==> src/rtl/lreq_pkg.sv <==
package lreq_pkg;
  typedef enum logic [1:0] {
    CMD_BUS = 2'd0,
    CMD_RD  = 2'd1,
    CMD_WR  = 2'd2,
    CMD_ACC = 2'd3
  } cmd_kind_e;

  localparam int TYPE_W = 3;
  localparam logic [TYPE_W-1:0] TY_RD  = 3'b100;
  localparam logic [TYPE_W-1:0] TY_WR  = 3'b101;
  localparam logic [TYPE_W-1:0] TY_ACC = 3'b110;
endpackage

==> src/rtl/lreq_frame_build.sv <==
module lreq_frame_build
  import lreq_pkg::*;
#(
  parameter int ADDR_W  = 4,
  parameter int DATA_W  = 8,
  parameter int SPEED_W = 3,
  parameter int FRAME_W = 17,
  parameter int LEN_W   = 5
) (
  input  cmd_kind_e           kind,
  input  logic [1:0]          bus_type,
  input  logic [SPEED_W-1:0]  speed,
  input  logic [ADDR_W-1:0]   addr,
  input  logic [DATA_W-1:0]   data,
  input  logic                accel_en,
  output logic [FRAME_W-1:0]  frame,
  output logic [LEN_W-1:0]    len
);
  localparam int LEN_BUS = 2 + TYPE_W + SPEED_W;
  localparam int LEN_RD  = 2 + TYPE_W + ADDR_W;
  localparam int LEN_WR  = LEN_RD + DATA_W;
  localparam int LEN_ACC = 3 + TYPE_W;

  logic [FRAME_W-1:0] raw;
  int unsigned        shamt;

  // Each frame is built right-aligned, then moved to the top of the vector
  always_comb begin
    raw   = '0;
    shamt = 0;
    len   = '0;
    unique case (kind)
      CMD_BUS: begin
        raw   = FRAME_W'({1'b1, 1'b0, bus_type, speed, 1'b0});
        shamt = FRAME_W - LEN_BUS;
        // short form: the last speed bit is 0 and serves as the stop bit
        len   = speed[0] ? LEN_W'(LEN_BUS) : LEN_W'(LEN_BUS - 1);
      end
      CMD_RD: begin
        raw   = FRAME_W'({1'b1, TY_RD, addr, 1'b0});
        shamt = FRAME_W - LEN_RD;
        len   = LEN_W'(LEN_RD);
      end
      CMD_WR: begin
        raw   = FRAME_W'({1'b1, TY_WR, addr, data, 1'b0});
        shamt = FRAME_W - LEN_WR;
        len   = LEN_W'(LEN_WR);
      end
      CMD_ACC: begin
        raw   = FRAME_W'({1'b1, TY_ACC, accel_en, 1'b0});
        shamt = FRAME_W - LEN_ACC;
        len   = LEN_W'(LEN_ACC);
      end
      default: begin
        raw   = '0;
        shamt = 0;
        len   = '0;
      end
    endcase
    frame = raw << shamt;
  end
endmodule

==> src/rtl/lreq_shifter.sv <==
module lreq_shifter #(
  parameter int FRAME_W = 17,
  parameter int LEN_W   = 5
) (
  input  logic               clk,
  input  logic               rst_n,
  input  logic               load,
  input  logic [FRAME_W-1:0] load_frame,
  input  logic [LEN_W-1:0]   load_len,
  output logic               busy,
  output logic               line
);
  logic [FRAME_W-1:0] shreg;
  logic [LEN_W-1:0]   left;

  always_ff @(posedge clk) begin
    if (!rst_n) begin
      shreg <= '0;
      left  <= '0;
    end else if (load) begin
      shreg <= load_frame;
      left  <= load_len;
    end else if (left != '0) begin
      shreg <= shreg << 1;
      left  <= left - 1'b1;
    end
  end

  assign busy = (left != '0);
  assign line = busy & shreg[FRAME_W-1];

  AST_START_BIT_HIGH: assert property (@(posedge clk) disable iff (!rst_n)
    load |=> line);
  AST_LAST_BIT_LOW: assert property (@(posedge clk) disable iff (!rst_n)
    (busy && left == LEN_W'(1)) |-> !line);
  AST_LOAD_WHEN_IDLE: assert property (@(posedge clk) disable iff (!rst_n)
    load |-> !busy);
  AST_LEN_IN_RANGE: assert property (@(posedge clk) disable iff (!rst_n)
    left <= LEN_W'(FRAME_W));
endmodule

==> src/rtl/lreq_bus_lock.sv <==
module lreq_bus_lock (
  input  logic clk,
  input  logic rst_n,
  input  logic take,
  input  logic won,
  input  logic lost,
  input  logic bus_reset,
  output logic pending
);
  always_ff @(posedge clk) begin
    if (!rst_n)                       pending <= 1'b0;
    else if (take)                    pending <= 1'b1;
    else if (won || lost || bus_reset) pending <= 1'b0;
  end

  AST_ONE_BUS_REQ: assert property (@(posedge clk) disable iff (!rst_n)
    take |-> !pending);
  AST_OUTCOME_CLEARS: assert property (@(posedge clk) disable iff (!rst_n)
    ((won || lost) && !take) |=> !pending);
  AST_BUS_RESET_CLEARS: assert property (@(posedge clk) disable iff (!rst_n)
    (bus_reset && !take) |=> !pending);
endmodule

==> src/rtl/link_req_tx.sv <==
module link_req_tx
  import lreq_pkg::*;
#(
  parameter int ADDR_W  = 4,
  parameter int DATA_W  = 8,
  parameter int SPEED_W = 3
) (
  input  logic               clk,
  input  logic               rst_n,
  input  logic               cmd_valid,
  output logic               cmd_ready,
  input  logic [1:0]         cmd_kind,
  input  logic [1:0]         cmd_bus_type,
  input  logic [SPEED_W-1:0] cmd_speed,
  input  logic [ADDR_W-1:0]  cmd_addr,
  input  logic [DATA_W-1:0]  cmd_data,
  input  logic               cmd_accel_en,
  input  logic               bus_won,
  input  logic               bus_lost,
  input  logic               bus_reset,
  output logic               req_line
);
  localparam int LEN_BUS = 2 + TYPE_W + SPEED_W;
  localparam int LEN_WR  = 2 + TYPE_W + ADDR_W + DATA_W;
  localparam int FRAME_W = (LEN_WR > LEN_BUS) ? LEN_WR : LEN_BUS;
  localparam int LEN_W   = $clog2(FRAME_W + 1);

  cmd_kind_e          kind;
  logic               is_bus, busy, pending, accept;
  logic [FRAME_W-1:0] frame;
  logic [LEN_W-1:0]   len;

  assign kind      = cmd_kind_e'(cmd_kind);
  assign is_bus    = (kind == CMD_BUS);
  assign cmd_ready = !busy && !(is_bus && pending);
  assign accept    = cmd_valid && cmd_ready;

  lreq_frame_build #(
    .ADDR_W(ADDR_W), .DATA_W(DATA_W), .SPEED_W(SPEED_W),
    .FRAME_W(FRAME_W), .LEN_W(LEN_W)
  ) u_build (
    .kind(kind), .bus_type(cmd_bus_type), .speed(cmd_speed),
    .addr(cmd_addr), .data(cmd_data), .accel_en(cmd_accel_en),
    .frame(frame), .len(len)
  );

  lreq_shifter #(.FRAME_W(FRAME_W), .LEN_W(LEN_W)) u_shift (
    .clk(clk), .rst_n(rst_n), .load(accept),
    .load_frame(frame), .load_len(len),
    .busy(busy), .line(req_line)
  );

  lreq_bus_lock u_lock (
    .clk(clk), .rst_n(rst_n), .take(accept && is_bus),
    .won(bus_won), .lost(bus_lost), .bus_reset(bus_reset),
    .pending(pending)
  );

  AST_READY_DROPS: assert property (@(posedge clk) disable iff (!rst_n)
    accept |=> !cmd_ready);
  AST_NONBUS_PASSES: assert property (@(posedge clk) disable iff (!rst_n)
    (!is_bus && !busy) |-> cmd_ready);
  AST_IDLE_LOW: assert property (@(posedge clk) disable iff (!rst_n)
    (!busy && !$past(accept)) |-> !req_line);
endmodule

==> config.mk <==
export PLATFORM = sky130hd
export DESIGN_NAME = link_req_tx
export DESIGN_NICKNAME = d
export VERILOG_FILES = /design/src/rtl/lreq_pkg.sv /design/src/rtl/lreq_frame_build.sv /design/src/rtl/lreq_shifter.sv /design/src/rtl/lreq_bus_lock.sv /design/src/rtl/link_req_tx.sv
export SDC_FILE = /design/constraint.sdc
export NUM_CORES = 1
export LEC_CHECK = 0
export ABC_AREA = 1
export BUFFER_PORTS_ARGS = -buffer_cell sky130_fd_sc_hd__clkbuf_2
export CAP_MARGIN = 20
export CORE_ASPECT_RATIO = 0.9
export CORE_MARGIN = 2
export CORE_UTILIZATION = 30
export DETAILED_ROUTE_END_ITERATION = 16
export PLACE_DENSITY = 0.58
export REMOVE_ABC_BUFFERS = 1
export SKIP_LAST_GASP = 1
export SLEW_MARGIN = 20
export SYNTH_ARGS = -nofsm -noshare
export SYNTH_HDL_FRONTEND = slang
export SYNTH_SLANG_ARGS = --single-unit
==> constraint.sdc <==
create_clock -name clk -period 1.73 [get_ports clk]
set_clock_uncertainty 0.1 [all_clocks]
set_input_delay 0.346 -clock clk [delete_from_list [all_inputs] [get_ports clk]]
set_output_delay 0.346 -clock clk [all_outputs]
set_load 0.01 [all_outputs]
==> flow_metrics.py, run 1 <==
metrics = {
    "sta": {
        "timing.final.ws_setup_ns": 0.08118,
        "hold-worst-slack_ns": 0.2582,
        "slew_headroom_pct": 81.48,
        "tightest_slew_ns": 0.2774,
        "setup_viol": 0,
        "hold_viol": 0,
        "clock.fmax_mhz": 606.5,
        "setup_tns_ns": 0,
        "slew_viol_final": 0,
        "fin_crit_sh_pct": 95.31,
        "rsz0062_at_grt": "yes",
        "min_period_ns": 1.649,
    },
    "placed_design": {
        "dp_hpwl_um": 3754,
        "portBuffers": 27,
        "gp_routability_congestion": 0.8274,
        "detailedPlace.worstSlack_ns": -0.2585,
        "postPlaceCellArea_um2": 2123,
    },
    "status": {
        "status": "completed",
    },
    "yosys": {
        "seq_area_frac_synth_pct": 26.13,
        "postSynthCellCount": 272,
        "synth_seq_cells": 22,
        "yosys.area.top_type_share_pct": 26.13,
        "synth_area_per_cell_um2": 6.196,
        "syn-cell-area_um2": 1685,
        "yosysWarnings": 0,
        "synth_area_leader_cell": "dfxtp_1",
        "synth_cell_types": 30,
        "synthTopCellsByArea": "dfxtp_1, nand2_1, nand3_1",
    },
    "critical_path": {
        "worst-path-buf-inv": 3,
        "cp_cell_sequence": "inv_2 -> ha_4 -> nand3_4 -> nor2_8 -> nand2_4 -> buf_12 -> buf_4 -> a21oi_1 -> nand2_1 -> nand2_1 -> nand2_1 -> nand2_1",
        "crit_path_end_kind": "flip-flop",
        "cp.required_ns": 1.84,
        "critPathTopFamily": "simple AND/OR/NAND/NOR gates",
        "cp.arrival_ns": 1.76,
        "crit_slowest_cell": "dfxtp_1",
        "r2r_slack_ns": 0.08,
        "path_common_cell": "nand2_1",
        "critical_path.max_stage_delay_ns": 0.31,
        "cp_max_fo": 7,
        "worstSetupStartpointType": "flip-flop",
        "criticalPathCategory": "reg2reg",
    },
    "global_route": {
        "grt_util_all_layers_pct": 15.47,
        "grt_pass1_wl_um": 7755,
        "grt-ovfl-total": 0,
        "grt_pass1_vias": 1740,
        "antenna_found_initial": 0,
        "grt_max_degree": 14,
    },
    "clock_tree": {
        "h-tree-depth": 1,
        "cts.reportedPaths.clkPinSlew_ns": 0.08,
        "clock_latency_ns": 0.27,
        "root_buffer": "clkbuf_8",
        "cts_tree": "built",
        "cts_made_buffers": 3,
        "clockBufferDepth": 2,
        "hold_buffers": 0,
        "cts_sinks": 22,
    },
    "detailed_routing": {
        "ant_nets": 0,
        "drt_iter0_drc": 81,
        "dr.pass1.iters": 4,
        "drc": 0,
        "post_drt_wl_per_cell_um": 12.07,
        "vias": 1934,
        "viasPerCell": 4.811,
        "routed_wl_um": 4851,
    },
    "floorplan": {
        "die_h_um": 75.11,
        "die_w_um": 83.01,
        "design.die.area_um2": 6234,
        "fp-row-count": 25,
        "start_util_pct": 31.51,
        "io_pins": 28,
        "core_region_area_um2": 5349,
    },
    "power": {
        "p_leak_nw": 1.133,
        "p_int_mw": 1.513,
        "ir_worst_vdd_uv": 584.9,
        "p_clk_share_pct": 14.2,
        "combPwrFrac_pct": 58.0,
        "report.power.total_mw": 2.612,
        "swShare_pct": 42.07,
        "power_switching_mw": 1.099,
        "powerDensity_nw_per_um2": 1132,
        "p_seq_share_pct": 27.8,
    },
    "finish": {
        "multi_input_area_um2": 1185,
        "final_layout_size_suffix_gt1_share_pct": 29.55,
        "area_growth_pct": 36.90,
        "nFillCells": 565,
        "diodes": 0,
        "register_area_um2": 440.4,
        "fin_nets": 369,
        "final_area_um2": 2307,
    },
    "hold_path": {
        "min_path_type": "in2reg",
    },
    "run": {
        "drv_cap": 0,
    },
}
==> power groups by stage <==
stage                     Clock [mW]  Combinational (mW)  Sequential [mW]
after global routing           0.409                1.69            0.741
after CTS                      0.383                1.43            0.720
after floorplan                    0               0.884            0.708
after detailed placement           0                1.42            0.728
after global placement             0                1.41            0.720
final                          0.372                1.51            0.725
==> registers in the layout, indices dropped and copies added (netlist names) <==
name / cells
u_shift.shreg: 16
u_lock.pending: 1
u_shift.left: 5
==> timing repair <==
item                       CTS  global route
pin swaps                    1             4
setup endpoints to repair    1            18
gates cloned                 0             2
setup buffers                0             5
gates resized for setup      4            16
==> worst register-to-register path, delay by kind of cell, from the launching register on <==
| kind | cells | cell delay [ns] |
|---|---|---|
| and+or+nand+nor | 7 | 0.55 |
| DFF | 1 | 0.31 |
| adders and majority gates | 1 | 0.15 |
| AOI/OAI and AO/OA | 1 | 0.11 |
| buffers and inverters | 3 | 0.37 |
==> cell usage in the layout, fill, tap and decap left out, types with 3 or more instances in the layout <==
master and instances:
o21ai_1 4, nand3_1 40, buf_4 38, ha_4 4
nand4_1 3, dfxtp_1 22, o211ai_1 5, nand2_1 93
nor2_4 4, inv_1 16, clkbuf_8 4, o21ai_0 8
inv_2 5, a21oi_1 18, clkbuf_2 27, nor2_1 18
==> kinds of logic after synthesis <==
| logic type | synth area share (%) |
|---|---|
| fa+ha+maj | 5.196 |
| flops | 26.13 |
| buf+inv | 8.759 |
| compound gates | 12.77 |
| xor+xnor | 1.040 |
| simple gates | 46.10 |
==> path summary, 6_finish.rpt <==
kind                                 startpoint                        endpoint  cells past startpoint
setup / recovery   u_shift.left[0]$_SDFFE_PN0P_  u_shift.shreg[10]$_SDFFE_PN0P_                     12
hold / removal                        bus_reset     u_lock.pending$_SDFFE_PN0P_                      4
setup reg to reg   u_shift.left[0]$_SDFFE_PN0P_  u_shift.shreg[10]$_SDFFE_PN0P_                     12
hold reg to reg   u_shift.shreg[4]$_SDFFE_PN0P_   u_shift.shreg[4]$_SDFFE_PN0P_                      2
==> synthesized netlist by cell type (all sizes together) <==
| library cell | instances |
|---|---|
| a21oi | 20 |
| nor2 | 24 |
| dfxtp | 22 |
| nand3 | 42 |
| inv | 22 |
| nand2 | 97 |
| clkinv | 2 |
| o211ai | 5 |
| o21ai | 13 |
| nand4 | 3 |
| ha | 7 |
| nor3 | 1 |
| or2 | 1 |
| buf | 4 |
| xnor2 | 1 |
| a31oi | 2 |
| clkbuf | 5 |
| xor2 | 1 |
==> final cells by class <==
class	instances	area share, %
multi-input cells	218	51.36
flip-flops and latches	22	19.09
repair buffers	66	19.09
inverters	24	4.121
well taps	67	3.633
clock buffers	4	2.386
repair inverters	1	0.3254
==> stage by stage <==
step / std cells / utilization [%]
finish: 402 / 43.13
CTS: 395 / 40.82
global route: 402 / 43.13
detailed placement: 392 / 39.70
floorplan: 263 / -
global placement: 392 / 39.70
==> per-layer routing <==
metal  routed length (um)  vias to the layer above  track usage, %  part of all wire, %
li1                     -                     1017               -                    -
met1                 2414                      880           20.77                   50
met2                 2272                       35           26.79                   47
met3                  152                        2           3.070                  3.1
met4                   12                        0           2.186                 0.25
met5                    0                        -               0                    0
Note: power is estimated with default switching activity, not from simulation.
==> run 2, diff against run 1 <==
CTS_BUF_LIST = sky130_fd_sc_hd__clkbuf_16   (was default)
==> run 2 against run 1 <==
  * Worst setup slack got worse by 0.028 ns
  * Final cell count decreased by 0.75%
  * Clock power increased by 30%
  * Hold slack improved by 0.018 ns
  * Sequential power about the same
  * Critical path depth decreased by 5
  * Cell area increased by 0.11%
  * Core utilization about the same
  * Critical path type is now reg2out
==> flow_metrics.py, run 2 (synthesized netlist as in run 1, its figures left out) <==
metrics = {
    "critical_path": {
        "cp.required_ns": 1.28,
        "cp_cell_sequence": "inv_2 -> ha_4 -> nand3_4 -> buf_6 -> nand2_1 -> inv_1 -> clkbuf_2",
        "crit_path_end_kind": "primary output",
        "worstSetupStartpointType": "flip-flop",
        "crit_slowest_cell": "dfxtp_1",
        "cp.arrival_ns": 1.23,
        "critical_path.max_stage_delay_ns": 0.32,
        "r2r_cells": 11,
        "r2r-end": "u_shift.shreg[2]$_SDFFE_PN0P_",
        "r2r-start": "u_shift.left[0]$_SDFFE_PN0P_",
        "worst-path-buf-inv": 4,
        "criticalPathCategory": "reg2out",
        "cp_max_fo": 3,
        "r2r_slack_ns": 0.09,
        "critPathTopFamily": "buffers and inverters",
    },
    "hold_path": {
        "worstHoldStart": "bus_reset",
        "min_path_type": "in2reg",
        "worstHoldPathCells": 4,
        "hold_path_end": "u_lock.pending$_SDFFE_PN0P_",
    },
    "power": {
        "powerDensity_nw_per_um2": 1168,
        "p_leak_nw": 1.130,
        "ir_worst_vdd_uv": 631.2,
        "report.power.total_mw": 2.699,
    },
    "sta": {
        "tightest_slew_ns": 0.2665,
        "slew_headroom_pct": 82.21,
        "setup_viol": 0,
        "rsz0062_at_grt": "yes",
        "min_period_ns": 1.677,
        "slew_viol_final": 0,
        "fin_crit_sh_pct": 96.94,
        "clock.fmax_mhz": 596.3,
        "hold_viol": 0,
    },
    "placed_design": {
        "portBuffers": 27,
        "postPlaceCellArea_um2": 2123,
        "placedCellCount": 392,
        "dp_hpwl_um": 3754,
        "gp_routability_congestion": 0.8274,
    },
    "finish": {
        "largest_reg_flops": 16,
        "nFillCells": 561,
        "final_common_cell": "nand2_1",
        "register_area_um2": 441.7,
        "fin_nets": 366,
        "instances_no_fill": 399,
        "final_cell_mix": "nand2_1, nand3_1, buf_4",
        "diodes": 0,
        "final_area_um2": 2310,
        "area_growth_pct": 37.05,
        "largest-register": "u_shift.shreg",
        "multi_input_area_um2": 1171,
        "final_layout_size_suffix_gt1_share_pct": 28.92,
        "reg.largest.list": "u_shift.shreg (16), u_shift.left (5), u_lock.pending (1)",
    },
    "floorplan": {
        "die_h_um": 75.11,
        "start_util_pct": 31.51,
        "core_region_area_um2": 5349,
        "die_w_um": 83.01,
        "fp-row-count": 25,
        "design.die.area_um2": 6234,
        "io_pins": 28,
    },
    "clock_tree": {
        "cts_tree": "built",
        "cts_made_buffers": 3,
        "clockBufferDepth": 2,
        "cts_sinks": 22,
        "hold_buffers": 0,
        "h-tree-depth": 1,
        "cts.reportedPaths.clkPinSlew_ns": 0.06,
        "root_buffer": "clkbuf_16",
        "clock_latency_ns": 0.25,
    },
    "detailed_routing": {
        "vias": 1896,
        "dr.pass1.iters": 4,
        "drc": 0,
        "ant_nets": 0,
        "routed_wl_um": 4662,
        "drt_iter0_drc": 114,
        "post_drt_wl_per_cell_um": 11.68,
        "viasPerCell": 4.752,
    },
    "global_route": {
        "grt_pass1_wl_um": 7596,
        "grt_util_all_layers_pct": 15.07,
        "grt_max_degree": 14,
        "antenna_found_initial": 0,
        "grt_pass1_vias": 1718,
        "grt-ovfl-total": 0,
    },
    "status": {
        "status": "completed",
    },
    "run": {
        "drv_cap": 0,
    },
}
==> run 2: cell count changes in the layout (fill, tap and decap cells not counted), sizes merged <==
cell    delta
clkinv     +1
buf        -2
clkbuf     -1
nor2       -1
==> run 2: metal layers <==
layer / global-route usage (%) / routed length, um
met2: 26.52 / 2143
met3: 3.070 / 175
met5: 0 / 0
met1: 20.45 / 2344
met4: 0.5464 / 0
==> run 2: through the flow <==
| stage | worst slack, ns | setup TNS (ns) | util (%) | hold slack (ns) |
|---|---|---|---|---|
| 4_1_cts | 0.008556 | 0 | 41.45 | 0.2770 |
| 2_1_floorplan | -0.1145 | -0.5419 | - | 0.3261 |
| 3_5_place_dp | -0.2585 | -4.088 | 39.70 | 0.3397 |
| 5_1_grt | -0.01751 | -0.01965 | 43.18 | 0.3020 |
| 6_report | 0.05296 | 0 | 43.18 | 0.2763 |
| 3_3_place_gp | -0.2225 | -3.496 | 39.70 | 0.3372 |
==> run 2: how the worst max path moves through the flow <==
stage                                            start                             end  slack (ns)  cells past startpoint
final                     u_shift.left[0]$_SDFFE_PN0P_                        req_line        0.05                      7
after global routing      u_shift.left[0]$_SDFFE_PN0P_   u_shift.shreg[2]$_SDFFE_PN0P_       -0.02                     11
after CTS                 u_shift.left[2]$_SDFFE_PN0P_                        req_line       0.009                      6
after detailed placement                   cmd_kind[0]  u_shift.shreg[10]$_SDFFE_PN0P_       -0.26                     14
after global placement                     cmd_kind[0]  u_shift.shreg[10]$_SDFFE_PN0P_       -0.22                     14
after floorplan                            cmd_kind[0]  u_shift.shreg[10]$_SDFFE_PN0P_       -0.11                     12
==> run 2: worst reg2reg max path, stage by stage, from the launching register on <==
cell,delay [ns]
dfxtp_1,0.31
inv_2,0.07
ha_4,0.14
nand3_4,0.11
nor2_8,0.11
nand2_4,0.10
buf_12,0.16
nor2_8,0.15
inv_2,0.09
o21ai_1,0.14
nand2_1,0.07
nand2_1,0.05
==> run 2: layout make-up <==
class | instances | area share [%]
inverters | 24 | 4.225
repair inverters | 1 | 0.3250
clock buffers | 3 | 3.250
clock inverters | 1 | 0.1625
flip-flops and latches | 22 | 19.12
multi-input cells | 217 | 50.70
repair buffers | 64 | 18.58
well taps | 67 | 3.629
==> run 2: timing repair <==
action	CTS	global route
gates resized for setup	5	18
endpoints found under the setup margin	2	19
gates cloned	0	1
pin swaps	0	3
setup buffers	0	2
==> run 2: power by group <==
group	total (mW)	internal (mW)	switching (mW)
logic	1.49	0.663	0.824
clock network	0.485	0.308	0.177
registers	0.727	0.650	0.0772
total	2.70	1.62	1.08
==> run 3, diff against run 2 <==
CORE_UTILIZATION = 51   (was 30)
PLACE_DENSITY = 0.84   (was 0.58)
==> run 3 against run 2 <==
  * Non-clock buffer count decreased by 1
  * Hold slack improved by 0.057 ns
  * Final cell count decreased by 7.0%
  * Flip-flop and latch count unchanged
==> flow_metrics.py, run 3 (synthesized netlist as in run 1, its figures left out) <==
metrics = {
    "status": {
        "status": "completed",
    },
    "clock_tree": {
        "cts_sinks": 22,
        "clock_latency_ns": 0.25,
        "cts_made_buffers": 3,
        "clockBufferDepth": 2,
        "cts_tree": "built",
        "root_buffer": "clkbuf_16",
        "cts.reportedPaths.clkPinSlew_ns": 0.05,
        "h-tree-depth": 1,
    },
    "detailed_routing": {
        "vias": 2014,
        "dr.pass1.iters": 5,
        "post_drt_wl_per_cell_um": 12.62,
        "drt_iter0_drc": 124,
        "routed_wl_um": 4681,
        "drc": 0,
        "viasPerCell": 5.429,
        "ant_nets": 0,
    },
    "hold_path": {
        "worstHoldPathCells": 4,
        "min_path_type": "in2reg",
    },
    "floorplan": {
        "io_pins": 28,
        "fp-row-count": 19,
        "die_h_um": 58.54,
        "core_region_area_um2": 3114,
        "design.die.area_um2": 3781,
        "die_w_um": 64.60,
        "start_util_pct": 54.12,
    },
    "finish": {
        "instances_no_fill": 371,
        "final_layout_size_suffix_gt1_share_pct": 27.96,
        "reg.largest.list": "u_shift.shreg (16), u_shift.left (5), u_lock.pending (1)",
        "diodes": 0,
        "final_util_pct": 72.20,
        "final_cell_mix": "nand2_1, nand3_1, buf_4",
        "final_area_um2": 2248,
        "nFillCells": 273,
        "final_common_cell": "nand2_1",
        "area_growth_pct": 33.41,
        "largest-register": "u_shift.shreg",
        "fin_nets": 364,
        "largest_reg_flops": 16,
    },
    "power": {
        "power_switching_mw": 1.089,
        "powerDensity_nw_per_um2": 1177,
        "combPwrFrac_pct": 55.5,
        "report.power.total_mw": 2.646,
        "p_clk_share_pct": 17.5,
        "p_leak_nw": 1.111,
        "p_seq_share_pct": 27.1,
        "p_int_mw": 1.558,
        "swShare_pct": 41.13,
        "ir_worst_vdd_uv": 1017,
    },
    "sta": {
        "hold_viol": 0,
        "clock.fmax_mhz": 597.9,
        "tightest_slew_ns": 0.2617,
        "setup_tns_ns": 0,
        "min_period_ns": 1.672,
        "slew_viol_final": 0,
        "hold-worst-slack_ns": 0.3338,
        "fin_crit_sh_pct": 96.67,
        "setup_viol": 0,
        "timing.final.ws_setup_ns": 0.05752,
        "slew_headroom_pct": 82.53,
    },
    "placed_design": {
        "gp_routability_congestion": 0.9086,
        "placedCellCount": 365,
        "detailedPlace.worstSlack_ns": -0.2380,
        "portBuffers": 27,
        "postPlaceCellArea_um2": 2064,
        "dp_hpwl_um": 3609,
    },
    "global_route": {
        "grt_pass1_vias": 1761,
        "grt_max_degree": 14,
        "grt_util_all_layers_pct": 24.78,
        "grt-ovfl-total": 0,
        "antenna_found_initial": 0,
        "grt_pass1_wl_um": 7396,
    },
    "critical_path": {
        "crit_path_end_kind": "flip-flop",
        "path_common_cell": "nand2_1",
        "cp.required_ns": 1.82,
        "crit_slowest_cell": "ha_4",
        "criticalPathCategory": "in2reg",
        "worstSetupStartpointType": "input pin",
        "r2r_slack_ns": 0.12,
        "cp.arrival_ns": 1.77,
        "cp_max_fo": 8,
        "critical_path.max_stage_delay_ns": 0.29,
        "cp_cell_sequence": "clkbuf_2 -> inv_2 -> ha_4 -> clkinvlp_4 -> buf_4 -> nand4_1 -> nand3_1 -> a21oi_1 -> nand2_1 -> nand2_1 -> nand2_1 -> nand2_1",
        "r2r_cells": 10,
    },
    "run": {
        "drv_cap": 0,
    },
}
[run 3: cell types whose count changed in the layout (fill, tap and decap cells not counted), sizes merged]
cell,before,now
buf,37,36
clkinv,3,1
clkinvlp,2,1
inv,21,22
[run 3: layout make-up]
cell class,count,area [um2],share of cell area (%)
Sequential cell,22,440.4,19.59
Inverter,24,96.34,4.285
Clock buffer,3,75.07,3.339
Timing Repair Buffer,63,405.4,18.03
Tap cell,42,52.55,2.337
Multi-Input combinational cell,217,1179,52.42
[run 3: path summary, 6_finish.rpt]
check	startpoint	to
max	cmd_kind[1]	u_shift.shreg[10]$_SDFFE_PN0P_
min reg2reg	u_shift.shreg[5]$_SDFFE_PN0P_	u_shift.shreg[5]$_SDFFE_PN0P_
min	bus_won	u_lock.pending$_SDFFE_PN0P_
max reg2reg	u_shift.left[0]$_SDFFE_PN0P_	u_shift.shreg[9]$_SDFFE_PN0P_
[run 3: repair_timing]
| item | 4_1_cts | 5_1_grt |
|---|---|---|
| hold buffers | 0 | 0 |
| endpoints found under the setup margin | 6 | 23 |
| setup buffers | 0 | 3 |
| resized for setup | 1 | 19 |
| pin swaps | 0 | 1 |
[run 3: critical path, delay by kind of cell]
family                     cells  cell delay, ns
buffers and inverters          4            0.51
and+or+nand+nor                6            0.44
AOI/OAI and AO/OA              1            0.17
adders and majority gates      1            0.29
[run 3: power by group through the flow]
stage | combinational [mW] | sequential (mW) | clock [mW]
after global placement | 1.29 | 0.718 | 0
after global routing | 1.63 | 0.732 | 0.489
after floorplan | 0.884 | 0.708 | 0
after CTS | 1.34 | 0.715 | 0.474
after detailed placement | 1.32 | 0.724 | 0
final | 1.47 | 0.717 | 0.462
[run 3: routing by layer]
| layer | track usage, % | part of all wire (%) | up-vias |
|---|---|---|---|
| li1 | - | - | 1010 |
| met1 | 34.24 | 45 | 928 |
| met2 | 42.11 | 47 | 72 |
| met3 | 4.398 | 7.4 | 4 |
| met4 | 3.040 | 0.45 | 0 |
| met5 | 0 | 0 | - |
